**src/rtl/vpu_regif_pkg.sv**
```systemverilog
package vpu_regif_pkg;

  typedef enum logic [2:0] {
    SEL_CTRL   = 3'd0,
    SEL_MASK   = 3'd1,
    SEL_STAT   = 3'd2,
    SEL_SPRPTR = 3'd3,
    SEL_SPRDAT = 3'd4,
    SEL_SCROLL = 3'd5,
    SEL_VIDPTR = 3'd6,
    SEL_VIDDAT = 3'd7
  } regSel_e;

  typedef struct packed {
    logic wrCtrl;
    logic wrMask;
    logic wrSprPtr;
    logic wrSprDat;
    logic wrScroll;
    logic wrVidPtr;
    logic wrVidDat;
    logic rdStat;
    logic rdSprDat;
    logic rdVidDat;
    logic rdAny;
  } strobe_t;

endpackage

```
**src/rtl/vpu_regif_ctrl.sv**
```systemverilog
module vpu_regif_ctrl
  import vpu_regif_pkg::*;
(
  input  logic [2:0] regSel,
  input  logic       wrEn,
  input  logic       rdEn,
  output strobe_t    stb
);

  logic    rdTake;
  regSel_e sel;

  assign sel    = regSel_e'(regSel);
  assign rdTake = rdEn & ~wrEn;

  always_comb begin
    stb          = '0;
    stb.rdAny    = rdTake;
    if (wrEn) begin
      unique case (sel)
        SEL_CTRL:   stb.wrCtrl   = 1'b1;
        SEL_MASK:   stb.wrMask   = 1'b1;
        SEL_SPRPTR: stb.wrSprPtr = 1'b1;
        SEL_SPRDAT: stb.wrSprDat = 1'b1;
        SEL_SCROLL: stb.wrScroll = 1'b1;
        SEL_VIDPTR: stb.wrVidPtr = 1'b1;
        SEL_VIDDAT: stb.wrVidDat = 1'b1;
        default:    ;
      endcase
    end else if (rdTake) begin
      unique case (sel)
        SEL_STAT:   stb.rdStat   = 1'b1;
        SEL_SPRDAT: stb.rdSprDat = 1'b1;
        SEL_VIDDAT: stb.rdVidDat = 1'b1;
        default:    ;
      endcase
    end
  end

endmodule

```
**src/rtl/vpu_regif_dp.sv**
```systemverilog
module vpu_regif_dp
  import vpu_regif_pkg::*;
#(
  parameter int VADDR_W   = 14,
  parameter int DOT_W     = 9,
  parameter int WIN_LO    = 256,
  parameter int WIN_HI    = 320,
  parameter int WIDE_STEP = 32,
  parameter int X_SPAN    = 256,
  parameter int Y_SPAN    = 240,
  parameter int SCROLL_W  = 9
) (
  input  logic                clk,
  input  logic                rstN,
  input  strobe_t             stb,
  input  logic [7:0]          wrData,
  input  logic [DOT_W-1:0]    dotCount,
  input  logic                vblankSet,
  input  logic                vblankClr,
  input  logic                sprZeroHit,
  input  logic                sprOverflow,
  input  logic [7:0]          sprRdData,
  input  logic [7:0]          vidRdData,
  output logic [7:0]          rdData,
  output logic [7:0]          sprAddr,
  output logic                sprWrEn,
  output logic [7:0]          sprWrData,
  output logic [VADDR_W-1:0]  vidAddr,
  output logic                vidWrEn,
  output logic [7:0]          vidWrData,
  output logic [7:0]          ctrlBits,
  output logic [7:0]          maskBits,
  output logic [SCROLL_W-1:0] scrollX,
  output logic [SCROLL_W-1:0] scrollY,
  output logic                irq
);

  localparam logic [VADDR_W-1:0]  STEP_ONE  = VADDR_W'(1);
  localparam logic [VADDR_W-1:0]  STEP_WIDE = VADDR_W'(WIDE_STEP);
  localparam logic [DOT_W-1:0]    DOT_LO    = DOT_W'(WIN_LO);
  localparam logic [DOT_W-1:0]    DOT_HI    = DOT_W'(WIN_HI);
  localparam logic [SCROLL_W-1:0] X_ADD     = SCROLL_W'(X_SPAN);
  localparam logic [SCROLL_W-1:0] Y_ADD     = SCROLL_W'(Y_SPAN);

  logic [7:0]         ctrlQ, maskQ, sprPtrQ, scrollXQ, scrollYQ, readBufQ, rdDataQ;
  logic               vblankQ, toggleQ;
  logic [VADDR_W-1:0] vidPtrQ, vidStep, hiLoad, loLoad;
  logic               inWindow;
  logic [7:0]         statusByte, rdMux;

  assign inWindow   = (dotCount > DOT_LO) && (dotCount <= DOT_HI);
  assign vidStep    = ctrlQ[2] ? STEP_WIDE : STEP_ONE;
  assign hiLoad     = VADDR_W'({wrData, 8'h00});
  assign loLoad     = VADDR_W'(wrData);
  assign statusByte = {vblankQ, sprZeroHit, sprOverflow, 5'b00000};

  always_comb begin
    rdMux = 8'h00;
    if (stb.rdStat)        rdMux = statusByte;
    else if (stb.rdSprDat) rdMux = sprRdData;
    else if (stb.rdVidDat) rdMux = readBufQ;
  end

  // host-visible register state
  always_ff @(posedge clk) begin
    if (!rstN) begin
      ctrlQ    <= '0;
      maskQ    <= '0;
      scrollXQ <= '0;
      scrollYQ <= '0;
      toggleQ  <= 1'b0;
      vblankQ  <= 1'b0;
      rdDataQ  <= '0;
    end else begin
      if (stb.wrCtrl) ctrlQ <= wrData;
      if (stb.wrMask) maskQ <= wrData;
      if (stb.wrScroll) begin
        if (!toggleQ) scrollXQ <= wrData;
        else          scrollYQ <= wrData;
      end
      if (stb.rdStat)                        toggleQ <= 1'b0;
      else if (stb.wrScroll || stb.wrVidPtr) toggleQ <= ~toggleQ;
      if (vblankSet)                     vblankQ <= 1'b1;
      else if (vblankClr || stb.rdStat)  vblankQ <= 1'b0;
      if (stb.rdAny) rdDataQ <= rdMux;
    end
  end

  // memory pointers and read buffer
  always_ff @(posedge clk) begin
    if (!rstN) begin
      vidPtrQ  <= '0;
      sprPtrQ  <= '0;
      readBufQ <= '0;
    end else begin
      if (stb.wrVidPtr) begin
        if (!toggleQ) vidPtrQ <= hiLoad;
        else          vidPtrQ <= vidPtrQ | loLoad;
      end else if (stb.wrVidDat || stb.rdVidDat) begin
        vidPtrQ <= vidPtrQ + vidStep;
      end
      if (stb.rdVidDat) readBufQ <= vidRdData;
      if (inWindow)          sprPtrQ <= '0;
      else if (stb.wrSprPtr) sprPtrQ <= wrData;
      else if (stb.wrSprDat) sprPtrQ <= sprPtrQ + 8'd1;
    end
  end

  assign rdData    = rdDataQ;
  assign sprAddr   = sprPtrQ;
  assign sprWrEn   = stb.wrSprDat;
  assign sprWrData = wrData;
  assign vidAddr   = vidPtrQ;
  assign vidWrEn   = stb.wrVidDat;
  assign vidWrData = wrData;
  assign ctrlBits  = ctrlQ;
  assign maskBits  = maskQ;
  assign scrollX   = SCROLL_W'(scrollXQ) + (ctrlQ[0] ? X_ADD : '0);
  assign scrollY   = SCROLL_W'(scrollYQ) + (ctrlQ[1] ? Y_ADD : '0);
  assign irq       = vblankQ & ctrlQ[7];

endmodule

```
**src/rtl/vpu_regif.sv**
```systemverilog
module vpu_regif
  import vpu_regif_pkg::*;
#(
  parameter int VADDR_W   = 14,
  parameter int DOT_W     = 9,
  parameter int WIN_LO    = 256,
  parameter int WIN_HI    = 320,
  parameter int WIDE_STEP = 32,
  parameter int X_SPAN    = 256,
  parameter int Y_SPAN    = 240,
  parameter int SCROLL_W  = 9
) (
  input  logic                clk,
  input  logic                rstN,
  input  logic [2:0]          regSel,
  input  logic                wrEn,
  input  logic                rdEn,
  input  logic [7:0]          wrData,
  output logic [7:0]          rdData,
  input  logic [DOT_W-1:0]    dotCount,
  input  logic                vblankSet,
  input  logic                vblankClr,
  input  logic                sprZeroHit,
  input  logic                sprOverflow,
  output logic [7:0]          sprAddr,
  output logic                sprWrEn,
  output logic [7:0]          sprWrData,
  input  logic [7:0]          sprRdData,
  output logic [VADDR_W-1:0]  vidAddr,
  output logic                vidWrEn,
  output logic [7:0]          vidWrData,
  input  logic [7:0]          vidRdData,
  output logic                bgTableSel,
  output logic                sprTableSel,
  output logic                tallSprites,
  output logic                extMaster,
  output logic                grayscale,
  output logic                bgLeftShow,
  output logic                sprLeftShow,
  output logic                bgShow,
  output logic                sprShow,
  output logic [2:0]          emphasis,
  output logic [SCROLL_W-1:0] scrollX,
  output logic [SCROLL_W-1:0] scrollY,
  output logic                irq
);

  strobe_t    stb;
  logic [7:0] ctrlBits, maskBits;
  logic       incWide, irqEnable;

  vpu_regif_ctrl u_ctrl (
    .regSel (regSel),
    .wrEn   (wrEn),
    .rdEn   (rdEn),
    .stb    (stb)
  );

  vpu_regif_dp #(
    .VADDR_W   (VADDR_W),
    .DOT_W     (DOT_W),
    .WIN_LO    (WIN_LO),
    .WIN_HI    (WIN_HI),
    .WIDE_STEP (WIDE_STEP),
    .X_SPAN    (X_SPAN),
    .Y_SPAN    (Y_SPAN),
    .SCROLL_W  (SCROLL_W)
  ) u_dp (
    .clk         (clk),
    .rstN        (rstN),
    .stb         (stb),
    .wrData      (wrData),
    .dotCount    (dotCount),
    .vblankSet   (vblankSet),
    .vblankClr   (vblankClr),
    .sprZeroHit  (sprZeroHit),
    .sprOverflow (sprOverflow),
    .sprRdData   (sprRdData),
    .vidRdData   (vidRdData),
    .rdData      (rdData),
    .sprAddr     (sprAddr),
    .sprWrEn     (sprWrEn),
    .sprWrData   (sprWrData),
    .vidAddr     (vidAddr),
    .vidWrEn     (vidWrEn),
    .vidWrData   (vidWrData),
    .ctrlBits    (ctrlBits),
    .maskBits    (maskBits),
    .scrollX     (scrollX),
    .scrollY     (scrollY),
    .irq         (irq)
  );

  assign incWide     = ctrlBits[2];
  assign sprTableSel = ctrlBits[3];
  assign bgTableSel  = ctrlBits[4];
  assign tallSprites = ctrlBits[5];
  assign extMaster   = ctrlBits[6];
  assign irqEnable   = ctrlBits[7];
  assign grayscale   = maskBits[0];
  assign bgLeftShow  = maskBits[1];
  assign sprLeftShow = maskBits[2];
  assign bgShow      = maskBits[3];
  assign sprShow     = maskBits[4];
  assign emphasis    = maskBits[7:5];

endmodule

```
**config.mk**
```make
export PLATFORM = sky130hd
export DESIGN_NAME = vpu_regif
export DESIGN_NICKNAME = d
export VERILOG_FILES = /design/src/rtl/vpu_regif_pkg.sv /design/src/rtl/vpu_regif_ctrl.sv /design/src/rtl/vpu_regif_dp.sv /design/src/rtl/vpu_regif.sv
export SDC_FILE = /design/constraint.sdc
export NUM_CORES = 1
export LEC_CHECK = 0
export ABC_AREA = 1
export BUFFER_PORTS_ARGS = -buffer_cell sky130_fd_sc_hd__buf_2
export CAP_MARGIN = 10
export CELL_PAD_IN_SITES_DETAIL_PLACEMENT = 0
export CELL_PAD_IN_SITES_GLOBAL_PLACEMENT = 1
export CORE_ASPECT_RATIO = 1.5
export CORE_UTILIZATION = 24
export DETAILED_ROUTE_END_ITERATION = 10
export PLACE_DENSITY_LB_ADDON = 0.1
export SLEW_MARGIN = 5
export SYNTH_ARGS = -nofsm -noshare
export SYNTH_HDL_FRONTEND = slang
export SYNTH_SLANG_ARGS = --single-unit
```
**constraint.sdc**
```tcl
create_clock -name clk -period 1.41 [get_ports clk]
set_input_delay 0.141 -clock clk [delete_from_list [all_inputs] [get_ports clk]]
set_output_delay 0.141 -clock clk [all_outputs]
set_load 0.005 [all_outputs]
```
==> flow_summary.json, run 1 <==
{
  "drcViolationCount": 0,
  "reg2reg_from": "u_dp.ctrlBits[2]",
  "min_path_type": "input port to flip-flop",
  "num_rows": 55,
  "crit_path_end_kind": "primary output",
  "io_pins": 123,
  "maxCapViolCount": 0,
  "io_buffers": 122,
  "numCtsBuffers": 9,
  "synth.largest_area_cell": "dfxtp_1",
  "die_w_um": 104.2,
  "mostFrequentLayoutCell": "buf_2",
  "drive_above_1_share_pct": 35.96,
  "hp-start": "vblankSet",
  "grt_pass1_vias": 3806,
  "nets": 721,
  "cts.path.max_buffers": 2,
  "hold_viol_final": 0,
  "slew_headroom_pct": 78.52,
  "cts_max_level": 3,
  "area_growth_pct": 39.29,
  "maxSlewViolCount": 0,
  "ant_nets": 0,
  "cts_tree": "yes",
  "cts-root-buf": "clkbuf_16",
  "final_cell_mix": "buf_2, nand2_1, dfxtp_1",
  "clock_skew_ps": 5.094,
  "rsz0062_at_grt": "true",
  "irDropWorstVdd_uv": 429.2,
  "violations": "setup timing",
  "synth_area_um2": 3757,
  "ys_ff_latch": 72,
  "postLayoutSetupSlackWorst_ps": -261.3,
  "syn-num-nets": 587,
  "rrSetupSlack_ps": 10,
  "dieArea_um2": 16170,
  "synth_cell_type_count": 31,
  "gr-total-overflow": 0,
  "grt_usage_pct": 16.63,
  "clk_pin_slew_ps": 60,
  "grt_max_degree": 27,
  "power_mw": 5.181,
  "pre_cts_slack_ps": -119.5,
  "vias": 4020,
  "synth_warnings": 0,
  "viasPerCell": 4.610,
  "ff2ff_path_depth": 8,
  "gp_congestion": 0.7974,
  "critPathMaxFanout": 3,
  "worstMarginPinSlew_ps": 321.5,
  "max_freq_mhz": 598.3,
  "wl_um": 13240,
  "ctsHoldBuffers": 0,
  "cts_sinks": 72,
  "leakage_nw": 2.433,
  "power.density_nw_per_um2": 989.9,
  "place_hpwl_um": 10050,
  "crit_end": "scrollY[7]",
  "grt_antenna_before_repair": 0,
  "startpoint": "u_dp.ctrlBits[1]",
  "core_area_um2": 15210,
  "status": "finished, violations left",
  "crit_type": "flip-flop to primary output",
  "r2r-end": "u_dp.vidAddr[6]",
  "synth.avg_cell_area_um2": 7.036,
  "ys_seq_area_share_pct": 38.36,
  "min_period_over_period_pct": 118.5,
  "cp.arrival_ps": 1530,
  "setup_tns_ps": -958.0,
  "die_h_um": 155.2,
  "netlist_instances": 534,
  "period_minus_slack_ps": 1671,
  "finalSetupViolCount": 4,
  "wl_per_cell_um": 15.18,
  "cp.required_ps": 1270,
  "start_util_pct": 24.71,
  "drt_iter0_drc": 96,
  "grt_pass1_wl_um": 20720,
  "synthTopCellsByArea": "dfxtp_1, nand2_1, a21oi_1",
  "n_antenna_cell": 0,
  "clock_latency_ps": 340,
  "yosys.area.top_type_share_pct": 38.36,
  "dr.pass1.iters": 4,
  "start_kind": "flip-flop",
  "utilization_pct": 34.41
}
-- registers in the layout, summed over array words and instances, names as in the netlist, 8 cells and up --
signal and count:
u_dp.rdData 8, u_dp.scrollXQ 8, u_dp.maskBits 8, u_dp.ctrlBits 8, u_dp.readBufQ 8, u_dp.vidAddr 14, u_dp.scrollYQ 8, u_dp.sprAddr 8
-- how the worst min path moves through the flow --
stage                       end  slack [ps]  depth (start not counted)
2_1_floorplan      u_dp.vblankQ         260                          2
3_3_place_gp       u_dp.vblankQ         350                          3
3_5_place_dp       u_dp.vblankQ         370                          3
4_1_cts            u_dp.vblankQ           3                          3
5_1_grt        u_dp.readBufQ[5]          20                          3
6_report           u_dp.vblankQ           7                          3
-- synth_stat cells --
master / number
fa_1: 1
buf_2: 7
or2_2: 1
clkinv_1: 2
o21bai_1: 1
inv_1: 50
nand4_1: 7
nand2_1: 98
dfxtp_1: 72
o22ai_1: 6
nor3_2: 2
inv_2: 4
buf_4: 24
nand3_1: 49
nand3b_1: 1
clkbuf_1: 7
nor2_4: 3
a41oi_1: 3
buf_6: 2
nor2_1: 54
a21oi_1: 66
o21ai_1: 2
ha_1: 8
xor2_1: 3
o21ai_0: 46
nand4_2: 1
nor3_1: 3
xnor2_1: 2
o221ai_1: 2
nand2_4: 4
nand2_2: 3
-- kinds of logic after synthesis --
group,after synthesis,synth area share (%)
buffers and inverters,96,12.62
xor gates and xnor gates,5,1.166
adders and majority gates,9,3.197
AOI/OAI and AO/OA,126,17.55
and+or+nand+nor,226,27.11
DFF,72,38.36
-- timing repair --
action / in CTS / in global routing
gates resized for setup: 22 / 40
endpoints found under the hold margin: 0 / 0
setup endpoints to repair: 13 / 18
pin swaps: 5 / 15
setup buffers: 0 / 3
-- layer usage --
metal,track usage (%),part of all wire [%]
met5,0,0
met4,4.490,1.2
met3,3.016,5.2
met2,31.17,53
met1,19.19,40
-- through the flow --
stage	area (µm²)	hold slack, ps	std cells
6_report	5234	6.587	872
5_1_grt	5234	16.75	872
4_1_cts	5087	2.562	869
3_5_place_dp	4662	366.7	853
3_3_place_gp	4662	353.4	853
2_1_floorplan	3769	258.4	534
-- critical path, stage by stage, from the launching register on --
cell	delay [ps]
dfxtp_4	360
buf_6	130
ha_1	300
nand3_2	70
nand2_1	60
xor2_1	150
buf_2	120
-- area by class of cell --
| cell class | instances | area [µm²] |
|---|---|---|
| clock buffers | 10 | 229.0 |
| clock inverters | 6 | 93.84 |
| fillers | 1680 | 9975 |
| inverters | 56 | 210.2 |
| multi-input cells | 366 | 2056 |
| flip-flops and latches | 72 | 1454 |
| well taps | 199 | 249.0 |
| repair buffers | 163 | 942.2 |
-- report_power, final --
| group | switching [mW] | total, mW | leakage [nW] | internal (mW) |
|---|---|---|---|---|
| registers | 0.0443 | 2.13 | 0.588 | 2.09 |
| logic | 0.330 | 0.556 | 1.69 | 0.226 |
| clock network | 0.936 | 2.50 | 0.153 | 1.56 |
(Power assumes the default switching activity.)
==> run 2, diff against run 1 <==
--- a/config.mk
+++ b/config.mk
@@ -13,7 +13,7 @@
 export CORE_ASPECT_RATIO = 1.5
 export CORE_UTILIZATION = 24
 export DETAILED_ROUTE_END_ITERATION = 10
-export PLACE_DENSITY_LB_ADDON = 0.1
+export PLACE_DENSITY = 0.65
 export SLEW_MARGIN = 5
 export SYNTH_ARGS = -nofsm -noshare
 export SYNTH_HDL_FRONTEND = slang
==> run 2 against run 1 <==
The run still ends with setup timing left. Design area up 1.0%. Clock skew hardly changed. Total power is 2.1% higher. Critical endpoint is now scrollY[5]. Largest cell class unchanged.
==> flow_summary.json, run 2 (same netlist as run 1, synthesis figures left out) <==
{
  "status": "finished, violations left",
  "violations": "setup timing",
  "slew_headroom_pct": 76.02,
  "leakage_nw": 2.451,
  "drive_above_1_share_pct": 36.16,
  "crit_type": "flip-flop to primary output",
  "timing.critical_path.mode_cell": "inv_2",
  "start_util_pct": 24.71,
  "start_kind": "flip-flop",
  "min_path_type": "input port to flip-flop",
  "hold_viol_final": 0,
  "irDropWorstVdd_uv": 693.0,
  "io_buffers": 122,
  "dieArea_um2": 16170,
  "utilization_pct": 34.77,
  "cts_max_level": 3,
  "maxSlewViolCount": 0,
  "power_mw": 5.290,
  "place_hpwl_um": 9472,
  "ant_nets": 0,
  "ctsHoldBuffers": 0,
  "worstMarginPinSlew_ps": 357.0,
  "core_area_um2": 15210,
  "viasPerCell": 4.548,
  "cp.required_ps": 1270,
  "gp_congestion": 0.8214,
  "cp.arrival_ps": 1520,
  "num_rows": 55,
  "cts-root-buf": "clkbuf_16",
  "crit_slowest_cell": "fa_2",
  "dr.pass1.iters": 4,
  "cts.path.max_buffers": 2,
  "fill_cells": 1689,
  "cts_tree": "yes",
  "mostFrequentLayoutCell": "buf_2",
  "cts_sinks": 72,
  "clock_skew_ps": 5.057,
  "crit_path_end_kind": "primary output",
  "postLayoutSetupSlackWorst_ps": -251.7,
  "drcViolationCount": 0,
  "holdWs_ps": 17.94,
  "numCtsBuffers": 9,
  "nets": 720,
  "grt_pass1_wl_um": 19790,
  "io_pins": 123,
  "max_freq_mhz": 601.8,
  "die_h_um": 155.2,
  "wl_per_cell_um": 14.51,
  "power.density_nw_per_um2": 1000,
  "clock_latency_ps": 330,
  "critPathMaxFanout": 3,
  "period_minus_slack_ps": 1662,
  "drt_iter0_drc": 109,
  "maxCapViolCount": 0,
  "final_cell_mix": "buf_2, nand2_1, dfxtp_1",
  "min_period_over_period_pct": 117.8,
  "final_cell_area_um2": 5288,
  "grt_max_degree": 29,
  "grt_antenna_before_repair": 1,
  "place_area_um2": 4667,
  "die_w_um": 104.2,
  "critical_path.cell_chain": "ha_4 > inv_2 > fa_2 > inv_2 > buf_6",
  "finalSetupViolCount": 4,
  "gr-total-overflow": 0,
  "vias": 3966,
  "largest_reg_flops": 14,
  "setup_tns_ps": -930.2,
  "clk_pin_slew_ps": 60,
  "wl_um": 12660,
  "rsz0062_at_grt": "true",
  "slowest_delay_ps": 520,
  "area_growth_pct": 40.73,
  "grt_pass1_vias": 3924,
  "grt_usage_pct": 15.66
}
run 2: changes by cell type in the layout (fill, tap and decap cells not counted), moves of 2 or more:
cell and delta:
dfxtp_2 -4, clkbuf_8 +3, clkinv_4 -3, dfxtp_1 +3
nand2_1 -3, nand2_2 +2, nand3_1 -2, o21ai_1 +2
run 2: path summary, 6_finish.rpt:
kind / cells past startpoint / to / startpoint / slack [ps]
max: 5 / scrollY[5] / u_dp.ctrlBits[1] / -250
min: 3 / u_dp.vblankQ / vblankSet / 20
max reg2reg: 9 / u_dp.vidAddr[13] / u_dp.ctrlBits[2] / 20
min reg2reg: 2 / u_dp.scrollYQ[2] / u_dp.scrollYQ[2] / 460
run 2: final cells by class:
type / instances / area, µm² / area share, %
timing repair buffer: 162 / 949.7 / 17.96
clock buffer: 12 / 266.5 / 5.040
antenna: 1 / 2.502 / 0.04733
tap: 199 / 249.0 / 4.709
multi-input combinational: 366 / 2081 / 39.35
sequential: 72 / 1453 / 27.47
inverter: 56 / 212.7 / 4.023
clock inverter: 4 / 73.82 / 1.396
run 2: routing by layer:
layer | track usage [%] | up-vias | part of all wire [%]
li1 | - | 2018 | -
met1 | 17.49 | 1838 | 41
met2 | 29.08 | 92 | 52
met3 | 2.346 | 18 | 3.7
met4 | 7.143 | 0 | 2.8
met5 | 0 | - | 0
run 2: through the flow:
stage | std cells | setup slack (ps)
final | 872 | -251.7
after global routing | 872 | -328.1
after detailed placement | 852 | -81.54
after global placement | 852 | -37.57
after floorplan | 534 | 17.66
after CTS | 869 | -268.7
run 2: power by group:
group | switching (mW) | internal, mW
registers | 0.0442 | 2.08
logic | 0.326 | 0.228
clock network | 0.909 | 1.70
total | 1.28 | 4.01
run 2: critical path, delay by kind of cell (launching register included):
family                   cells  cell delay, ps
adder cells (fa/ha/maj)      2             650
flip-flops                   1             360
buffers and inverters        3             170
run 2: timing repair:
| item | 4_1_cts | 5_1_grt |
|---|---|---|
| setup endpoints to repair | 10 | 17 |
| resized for setup | 17 | 51 |
| pin swaps | 2 | 25 |
| setup buffers | 1 | 2 |
| hold endpoints to repair | 0 | 0 |
